===== config.mk =====
export PLATFORM = sky130hd
export DESIGN_NAME = pwm_reload_timer
export DESIGN_NICKNAME = d
export VERILOG_FILES = /design/src/rtl/art_pkg.sv /design/src/rtl/art_ctrl.sv /design/src/rtl/art_datapath.sv /design/src/rtl/pwm_reload_timer.sv
export SDC_FILE = /design/constraint.sdc
export NUM_CORES = 1
export LEC_CHECK = 0
export BUFFER_PORTS_ARGS = -buffer_cell sky130_fd_sc_hd__buf_2
export CORE_MARGIN = 2
export CORE_UTILIZATION = 55
export CTS_CLUSTER_DIAMETER = 40
export DETAILED_ROUTE_END_ITERATION = 10
export PLACE_DENSITY = 0.81
export SYNTH_ARGS = -nofsm -noshare
export SYNTH_HDL_FRONTEND = slang
export SYNTH_SLANG_ARGS = --single-unit

===== constraint.sdc =====
create_clock -name clk -period 2.58 [get_ports clk]
set_input_delay 0.516 -clock clk [delete_from_list [all_inputs] [get_ports clk]]
set_output_delay 0.516 -clock clk [all_outputs]
set_load 0.05 [all_outputs]

===== src/rtl/art_pkg.sv =====
package art_pkg;
  localparam int CNT_W   = 8;
  localparam int PRESC_W = 7;
  localparam int SEL_W   = $clog2(PRESC_W + 1);

  typedef struct packed {
    logic             cntWr;
    logic [CNT_W-1:0] cntData;
    logic             prescClr;
  } art_strobe_t;
endpackage


===== src/rtl/art_ctrl.sv =====
module art_ctrl
  import art_pkg::*;
#(
  parameter int NUM_PWM = 4,
  parameter int NUM_CAP = 2,
  parameter int ADDR_W  = 4
) (
  input  logic                            clk,
  input  logic                            rst_n,
  input  logic [ADDR_W-1:0]               busAddr,
  input  logic [CNT_W-1:0]                busWdata,
  input  logic                            busWe,
  output logic [CNT_W-1:0]                busRdata,
  input  logic [CNT_W-1:0]                cnt,
  input  logic [NUM_CAP-1:0][CNT_W-1:0]   capVal,
  input  logic                            ovfEvent,
  input  logic [NUM_CAP-1:0]              capEvent,
  output art_strobe_t                     strb,
  output logic                            extSel,
  output logic [SEL_W-1:0]                prescSel,
  output logic                            cntEn,
  output logic [CNT_W-1:0]                reload,
  output logic [NUM_PWM-1:0][CNT_W-1:0]   duty,
  output logic [NUM_PWM-1:0]              oe,
  output logic [NUM_PWM-1:0]              pol,
  output logic [NUM_CAP-1:0]              capRise,
  output logic                            irqOvf,
  output logic                            irqCap
);
  localparam int ADDR_CTRL   = 0;
  localparam int ADDR_CNT    = 1;
  localparam int ADDR_RELOAD = 2;
  localparam int ADDR_PWMCTL = 3;
  localparam int DUTY_BASE   = 4;
  localparam int ADDR_CAPCTL = DUTY_BASE + NUM_PWM;
  localparam int CAP_BASE    = ADDR_CAPCTL + 1;
  localparam int CAPCFG_W    = 2 * NUM_CAP;

  logic                  ovfIe, ovfFlag;
  logic [2*NUM_PWM-1:0]  pwmCtl;
  logic [CAPCFG_W-1:0]   capCfg;
  logic [NUM_CAP-1:0]    capFlag;
  logic                  wrCtrl, wrCnt, wrReload, wrPwm, wrCapCtl;
  logic [NUM_PWM-1:0]    wrDuty;

  always_comb begin
    wrCtrl   = busWe && (busAddr == ADDR_W'(ADDR_CTRL));
    wrCnt    = busWe && (busAddr == ADDR_W'(ADDR_CNT));
    wrReload = busWe && (busAddr == ADDR_W'(ADDR_RELOAD));
    wrPwm    = busWe && (busAddr == ADDR_W'(ADDR_PWMCTL));
    wrCapCtl = busWe && (busAddr == ADDR_W'(ADDR_CAPCTL));
    for (int i = 0; i < NUM_PWM; i++)
      wrDuty[i] = busWe && (busAddr == ADDR_W'(DUTY_BASE + i));
  end

  always_comb begin
    strb.cntWr    = wrCnt;
    strb.cntData  = busWdata;
    strb.prescClr = wrCtrl;
  end

  always_ff @(posedge clk or negedge rst_n) begin
    if (!rst_n) begin
      extSel   <= 1'b0;
      prescSel <= '0;
      cntEn    <= 1'b0;
      ovfIe    <= 1'b0;
      ovfFlag  <= 1'b0;
      reload   <= '0;
      pwmCtl   <= '0;
      duty     <= '0;
      capCfg   <= '0;
      capFlag  <= '0;
    end else begin
      if (wrCtrl) begin
        extSel   <= busWdata[7];
        prescSel <= busWdata[6:4];
        cntEn    <= busWdata[3];
        ovfIe    <= busWdata[1];
      end
      if (ovfEvent)                    ovfFlag <= 1'b1;
      else if (wrCtrl && busWdata[0])  ovfFlag <= 1'b0;
      if (wrReload) reload <= busWdata;
      if (wrPwm)    pwmCtl <= busWdata[2*NUM_PWM-1:0];
      for (int i = 0; i < NUM_PWM; i++)
        if (wrDuty[i]) duty[i] <= busWdata;
      if (wrCapCtl) capCfg <= busWdata[CAPCFG_W-1:0];
      for (int j = 0; j < NUM_CAP; j++) begin
        if (capEvent[j])                             capFlag[j] <= 1'b1;
        else if (wrCapCtl && busWdata[CAPCFG_W + j]) capFlag[j] <= 1'b0;
      end
    end
  end

  assign oe      = pwmCtl[NUM_PWM-1:0];
  assign pol     = pwmCtl[2*NUM_PWM-1:NUM_PWM];
  assign capRise = capCfg[NUM_CAP-1:0];
  assign irqOvf  = ovfFlag & ovfIe;
  assign irqCap  = |(capFlag & capCfg[CAPCFG_W-1:NUM_CAP]);

  always_comb begin
    busRdata = '0;
    if (busAddr == ADDR_W'(ADDR_CTRL))
      busRdata = {extSel, prescSel, cntEn, 1'b0, ovfIe, ovfFlag};
    else if (busAddr == ADDR_W'(ADDR_CNT))
      busRdata = cnt;
    else if (busAddr == ADDR_W'(ADDR_RELOAD))
      busRdata = reload;
    else if (busAddr == ADDR_W'(ADDR_PWMCTL))
      busRdata = CNT_W'(pwmCtl);
    else if (busAddr == ADDR_W'(ADDR_CAPCTL))
      busRdata = CNT_W'({capFlag, capCfg});
    for (int i = 0; i < NUM_PWM; i++)
      if (busAddr == ADDR_W'(DUTY_BASE + i)) busRdata = duty[i];
    for (int j = 0; j < NUM_CAP; j++)
      if (busAddr == ADDR_W'(CAP_BASE + j)) busRdata = capVal[j];
  end


  ovf_flag_set_chk: assert property (@(posedge clk) disable iff (!rst_n)
    ovfEvent |=> ovfFlag);

  for (genvar j = 0; j < NUM_CAP; j++) begin : g_capChk

    cap_flag_set_chk: assert property (@(posedge clk) disable iff (!rst_n)
      capEvent[j] |=> capFlag[j]);
  end
endmodule


===== src/rtl/art_datapath.sv =====
module art_datapath
  import art_pkg::*;
#(
  parameter int NUM_PWM     = 4,
  parameter int NUM_CAP     = 2,
  parameter int SYNC_STAGES = 2
) (
  input  logic                          clk,
  input  logic                          rst_n,
  input  art_strobe_t                   strb,
  input  logic                          extSel,
  input  logic [SEL_W-1:0]              prescSel,
  input  logic                          cntEn,
  input  logic [CNT_W-1:0]              reload,
  input  logic [NUM_PWM-1:0][CNT_W-1:0] duty,
  input  logic [NUM_PWM-1:0]            oe,
  input  logic [NUM_PWM-1:0]            pol,
  input  logic [NUM_CAP-1:0]            capRise,
  input  logic                          extClk,
  input  logic [NUM_CAP-1:0]            capPin,
  output logic [CNT_W-1:0]              cnt,
  output logic [NUM_CAP-1:0][CNT_W-1:0] capVal,
  output logic                          ovfEvent,
  output logic [NUM_CAP-1:0]            capEvent,
  output logic [NUM_PWM-1:0]            pwmOut
);
  localparam logic [CNT_W-1:0] TOP = '1;

  logic [PRESC_W-1:0]           presc, prescMask;
  logic                         intTick, extTick, tick;
  logic [SYNC_STAGES-1:0]       extSync;
  logic                         extPrev;
  logic [NUM_PWM-1:0][CNT_W-1:0] activeDuty;

  // prescaler: tick when the low S bits are all ones
  always_comb begin
    for (int b = 0; b < PRESC_W; b++)
      prescMask[b] = (b < int'(prescSel));
  end
  assign intTick = ((presc & prescMask) == prescMask);

  always_ff @(posedge clk or negedge rst_n) begin
    if (!rst_n)                presc <= '0;
    else if (strb.prescClr)    presc <= '0;
    else if (cntEn && !extSel) presc <= presc + PRESC_W'(1);
  end

  always_ff @(posedge clk or negedge rst_n) begin
    if (!rst_n) begin
      extSync <= '0;
      extPrev <= 1'b0;
    end else begin
      extSync <= {extSync[SYNC_STAGES-2:0], extClk};
      extPrev <= extSync[SYNC_STAGES-1];
    end
  end
  assign extTick = extSync[SYNC_STAGES-1] & ~extPrev;

  assign tick     = cntEn & (extSel ? extTick : intTick);
  assign ovfEvent = tick & ~strb.cntWr & (cnt == TOP);

  always_ff @(posedge clk or negedge rst_n) begin
    if (!rst_n)          cnt <= '0;
    else if (strb.cntWr) cnt <= strb.cntData;
    else if (tick)       cnt <= (cnt == TOP) ? reload : cnt + CNT_W'(1);
  end

  always_ff @(posedge clk or negedge rst_n) begin
    if (!rst_n)        activeDuty <= '0;
    else if (ovfEvent) activeDuty <= duty;
  end

  for (genvar i = 0; i < NUM_PWM; i++) begin : g_pwm
    logic raw;
    assign raw       = (cnt >= activeDuty[i]);
    assign pwmOut[i] = oe[i] & (raw ^ pol[i]);
  end

  for (genvar j = 0; j < NUM_CAP; j++) begin : g_cap
    logic [SYNC_STAGES-1:0] pinSync;
    logic                   pinPrev, pinNow;
    always_ff @(posedge clk or negedge rst_n) begin
      if (!rst_n) begin
        pinSync <= '0;
        pinPrev <= 1'b0;
      end else begin
        pinSync <= {pinSync[SYNC_STAGES-2:0], capPin[j]};
        pinPrev <= pinSync[SYNC_STAGES-1];
      end
    end
    assign pinNow      = pinSync[SYNC_STAGES-1];
    assign capEvent[j] = capRise[j] ? (pinNow & ~pinPrev) : (~pinNow & pinPrev);
    always_ff @(posedge clk or negedge rst_n) begin
      if (!rst_n)           capVal[j] <= '0;
      else if (capEvent[j]) capVal[j] <= cnt;
    end

    cap_latch_chk: assert property (@(posedge clk) disable iff (!rst_n)
      capEvent[j] |=> capVal[j] == $past(cnt));
  end


  reload_on_wrap_chk: assert property (@(posedge clk) disable iff (!rst_n)
    ovfEvent |=> cnt == $past(reload));

  count_step_chk: assert property (@(posedge clk) disable iff (!rst_n)
    (tick && !strb.cntWr && cnt != TOP) |=> cnt == $past(cnt) + CNT_W'(1));

  cnt_load_chk: assert property (@(posedge clk) disable iff (!rst_n)
    strb.cntWr |=> cnt == $past(strb.cntData));

  duty_hold_chk: assert property (@(posedge clk) disable iff (!rst_n)
    !ovfEvent |=> $stable(activeDuty));
endmodule


===== src/rtl/pwm_reload_timer.sv =====
module pwm_reload_timer
  import art_pkg::*;
#(
  parameter int NUM_PWM     = 4,
  parameter int NUM_CAP     = 2,
  parameter int ADDR_W      = 4,
  parameter int SYNC_STAGES = 2
) (
  input  logic               clk,
  input  logic               rst_n,
  input  logic [ADDR_W-1:0]  busAddr,
  input  logic [CNT_W-1:0]   busWdata,
  input  logic               busWe,
  output logic [CNT_W-1:0]   busRdata,
  input  logic               extClk,
  input  logic [NUM_CAP-1:0] capPin,
  output logic [NUM_PWM-1:0] pwmOut,
  output logic               irqOvf,
  output logic               irqCap
);
  art_strobe_t                   strb;
  logic                          extSel, cntEn, ovfEvent;
  logic [SEL_W-1:0]              prescSel;
  logic [CNT_W-1:0]              reload, cnt;
  logic [NUM_PWM-1:0][CNT_W-1:0] duty;
  logic [NUM_PWM-1:0]            oe, pol;
  logic [NUM_CAP-1:0]            capRise, capEvent;
  logic [NUM_CAP-1:0][CNT_W-1:0] capVal;

  art_ctrl #(.NUM_PWM(NUM_PWM), .NUM_CAP(NUM_CAP), .ADDR_W(ADDR_W)) u_ctrl (
    .clk(clk), .rst_n(rst_n), .busAddr(busAddr), .busWdata(busWdata),
    .busWe(busWe), .busRdata(busRdata), .cnt(cnt), .capVal(capVal),
    .ovfEvent(ovfEvent), .capEvent(capEvent), .strb(strb), .extSel(extSel),
    .prescSel(prescSel), .cntEn(cntEn), .reload(reload), .duty(duty),
    .oe(oe), .pol(pol), .capRise(capRise), .irqOvf(irqOvf), .irqCap(irqCap)
  );

  art_datapath #(.NUM_PWM(NUM_PWM), .NUM_CAP(NUM_CAP), .SYNC_STAGES(SYNC_STAGES)) u_dp (
    .clk(clk), .rst_n(rst_n), .strb(strb), .extSel(extSel), .prescSel(prescSel),
    .cntEn(cntEn), .reload(reload), .duty(duty), .oe(oe), .pol(pol),
    .capRise(capRise), .extClk(extClk), .capPin(capPin), .cnt(cnt),
    .capVal(capVal), .ovfEvent(ovfEvent), .capEvent(capEvent), .pwmOut(pwmOut)
  );
endmodule


==> impl_metrics.csv <==
group,metric,value,unit
power_and_ir_drop,pwr-share-clk,0.287,
yosys,synthesis.nets,716,
clocking,htree_levels,4,
worst_setup_path,ff2ff_setup_slack,0.41,ns
sta,tns,-0.989,ns
layout,final_common_cell,"dfrtp_1",
die,core-area,12600,um2
die,ios,32,
routing,drc,0,
global_route,grt_pass1_wl,34.0,mm
worst_hold_path,hold_path_class,"input pin to async pin",
global_route,overflow,0,
clocking,cts_buffers,17,
layout,drive_gt1_frac,0.384,
power_and_ir_drop,leakage,0.00394,uW
worst_setup_path,critPathMaxFanout,5,
routing,antenna_left,0,
yosys,ys_async_sr_fraction,1.00,
sta,min_period_over_period,1.11,
power_and_ir_drop,p_per_area,901,nW/um2
worst_setup_path,slowest_stage,"dfrtp_1",
power_and_ir_drop,peakVddDrop,0.000862,V
sta,period_needed,2.86,ns
power_and_ir_drop,combPwrFrac,0.342,
placed_design,hpwl,15.4,mm
global_route,grt_max_degree,55,
worst_setup_path,endpoint_kind,"primary output",
layout,layout_common_cells,"dfrtp_1, mux2_2, buf_4",
worst_setup_path,rr_startpoint,"u_ctrl.prescSel[1]",
clocking,clock_sinks,133,
worst_setup_path,critPathArrivalTime,2.34,ns
worst_setup_path,endpoint,"pwmOut[2]",
routing,wire_per_inst,22.5,um
worst_setup_path,crit_path_max_incr_delay,0.40,ns
sta,clock_skew,0.00774,ns
run_status,failed_checks,"setup timing",
yosys,synth_area,7080,um2
routing,via_count,5725,
layout,nets,821,
clocking,tritoncts,"done",
sta,relSlewSlack,0.626,
yosys,netlist_instances,664,
die,fp.dieH,117,um
routing,drt-total-wl,21.5,mm
power_and_ir_drop,total_power,8120,uW
power_and_ir_drop,seqPwrFrac,0.371,
power_and_ir_drop,swShare,0.355,
power_and_ir_drop,cellInternalPower,5230,uW
power_and_ir_drop,p_sw,2880,uW
run_status,status,"finished with violations",
yosys,seq_area_frac_synth,0.470,
layout,area_growth_syn_to_layout,27.3,%
sta,fin_ws,-0.280,ns
routing,first_pass_iters,7,
global_route,antenna_found_initial,0,
worst_setup_path,startpoint,"u_dp.cnt[0]",
layout,fin_cells,954,
yosys,synth-edff-count,0,
yosys,postSynthAreaPerCell,10.7,um2
routing,drt_iter0_drc,429,
clocking,ctsHoldBuffers,0,
worst_setup_path,timing.rr.end,"u_dp.activeDuty[29]",
sta,finalHoldViolations,0,
global_route,grt_usage,0.327,
job,drv_cap,0,
clocking,clkSlewWorstSetupHoldPaths,0.06,ns
yosys,yosys_most_used_dff,"dfrtp_1",
placed_design,io_buffers,31,
placed_design,dp_cells,913,
routing,vias_per_cell,6.00,
sta,fmax,350,MHz
worst_setup_path,r2r_cells,7,
worst_setup_path,crit_chain,"inv_4 -> buf_4 -> ha_4 -> nand2b_4 -> a21oi_4 -> nor2b_4 -> o21ai_2 -> a31oi_2 -> mux2i_2 -> buf_6",
die,die_area,13800,um2
global_route,first_global_vias,5965,
yosys,ys_seq_elements,133,
die,die_x,117,um
die,initial_core_util,0.563,
worst_setup_path,critPathLaunchType,"flip-flop",
clocking,root_buffer,"clkbuf_16",
worst_setup_path,critical_path_class,"flip-flop to primary output",
sta,rsz0062_at_grt,"true",
yosys,synth_warnings,0,
clocking,cts.path.max_buffers,2,
sta,worst_pin_slew,0.554,ns
layout,insertedDiodeCount,0,
die,fp-row-count,41,
placed_design,gp_congestion,0.983,
clocking,clk_latency,0.43,ns
sta,setup_viol,4,
yosys,synthDistinctLibCells,53,
worst_setup_path,required,2.06,ns
sta,slew_violations,0,
per-layer routing:
metal  global-route usage  share of wire  vias to the layer above
li1                     -              -                     2589
met1                0.434           0.43                     2883
met2                0.535           0.49                      207
met3               0.0770          0.062                       46
met4                0.102          0.025                        0
met5                    0              0                        -
cell type report:
cell class	count	area (um2)
Clock inverter	13	126
Timing Repair Buffer	114	916
Clock buffer	19	443
Tap cell	172	215
Inverter	36	138
Fill cell	893	3560
Multi-Input combinational cell	467	3840
Sequential cell	133	3340
synthesized netlist by cell type, types with 2 or more instances:
cell | n | area share
nor2b_1 | 12 | 0.011
o211ai_1 | 2 | 0.0021
a221oi_1 | 2 | 0.0025
nand2_1 | 63 | 0.033
nor4_1 | 7 | 0.0062
o2111ai_1 | 2 | 0.0025
a22oi_1 | 9 | 0.0095
inv_1 | 36 | 0.019
o22ai_1 | 12 | 0.011
ha_1 | 34 | 0.060
dfrtp_1 | 133 | 0.47
mux2_2 | 93 | 0.15
nand4_1 | 3 | 0.0027
buf_6 | 3 | 0.0048
buf_2 | 12 | 0.0085
a211o_1 | 2 | 0.0025
buf_1 | 2 | 0.0011
o21ai_0 | 52 | 0.037
xnor2_1 | 2 | 0.0025
a21o_1 | 5 | 0.0053
nor3_1 | 3 | 0.0021
nand3_1 | 10 | 0.0071
nor2_2 | 2 | 0.0018
a22o_1 | 6 | 0.0074
mux2i_1 | 12 | 0.017
or3_1 | 3 | 0.0027
mux2_1 | 7 | 0.011
nor2_1 | 26 | 0.014
xor2_1 | 4 | 0.0049
clkbuf_1 | 11 | 0.0058
nand2b_1 | 23 | 0.020
nor3_4 | 2 | 0.0046
o21a_1 | 5 | 0.0053
and2_1 | 2 | 0.0018
nor3b_1 | 3 | 0.0032
a21oi_1 | 33 | 0.023
a31oi_1 | 10 | 0.0088
power by group through the flow:
stage	registers (uW)	logic, uW	clock network [uW]
floorplan	2820	1470	0
global placement	3000	2170	0
detailed placement	3030	2240	0
CTS	3000	2640	2360
global route	3050	2980	2460
finish	3010	2780	2330
timing repair:
action                     4_1_cts  5_1_grt
pin swaps                       17        9
gates cloned                     0        0
resized for setup               68       23
setup buffers                    9        3
setup endpoints to repair       12       12
logic make-up (layout without fill, tap and decap cells):
kind of cell               Yosys count  count (layout)  share of synthesized area
and+or+nand+nor                    166             166                      0.119
adders and majority gates           34              34                     0.0601
DFF                                133             133                      0.470
muxes                              112             112                      0.176
AOI/OAI and AO/OA                  149             149                      0.128
buffers and inverters               64             182                     0.0392
xor gates and xnor gates             6               6                    0.00742
how the worst min path moves through the flow:
| stage | endpoint | slack [ns] | cells past startpoint |
|---|---|---|---|
| final | u_dp.g_cap[0].pinPrev | 0.03 | 1 |
| after global routing | u_dp.g_cap[0].pinSync[1] | 0.07 | 1 |
| after CTS | u_dp.capVal[9] | 0.05 | 1 |
| after detailed placement | u_dp.g_cap[1].pinSync[1] | 0.33 | 0 |
| after global placement | u_dp.g_cap[1].pinSync[1] | 0.33 | 0 |
| after floorplan | u_ctrl.capCfg[0] | 0.22 | 0 |
state kept, by name, summed over array words and instances (netlist names):
signal and flops:
u_dp.g_cap.pinSync 4, u_ctrl.prescSel 3, u_ctrl.duty 32, u_dp.extPrev 1, u_ctrl.pwmCtl 8, u_ctrl.capCfg 4, u_ctrl.reload 8, u_ctrl.ovfFlag 1
u_dp.presc 7, u_ctrl.capFlag 2, u_dp.cnt 8, u_ctrl.cntEn 1, u_dp.capVal 16, u_ctrl.ovfIe 1, u_dp.extSync 2, u_dp.g_cap.pinPrev 2
u_ctrl.extSel 1, u_dp.activeDuty 32
through the flow:
| stage | hold slack, ns | cell area, um2 | setup WS (ns) | utilization |
|---|---|---|---|---|
| 2_1_floorplan | 0.220 | 7150 | -0.172 | - |
| 3_3_place_gp | 0.333 | 7990 | -0.0775 | 0.636 |
| 3_5_place_dp | 0.335 | 7990 | -0.132 | 0.636 |
| 4_1_cts | 0.0482 | 8920 | -0.223 | 0.710 |
| 5_1_grt | 0.0710 | 9010 | -0.359 | 0.717 |
| 6_report | 0.0313 | 9010 | -0.280 | 0.717 |
worst max-delay path, delay by kind of cell (launching register included):
kind / cells / cell delay (ns)
muxes: 1 / 0.26
adders and majority gates: 1 / 0.26
DFF: 1 / 0.40
and+or+nand+nor: 2 / 0.26
buffers and inverters: 3 / 0.41
AOI/OAI and AO/OA: 3 / 0.32
(Power assumes the default switching activity.)
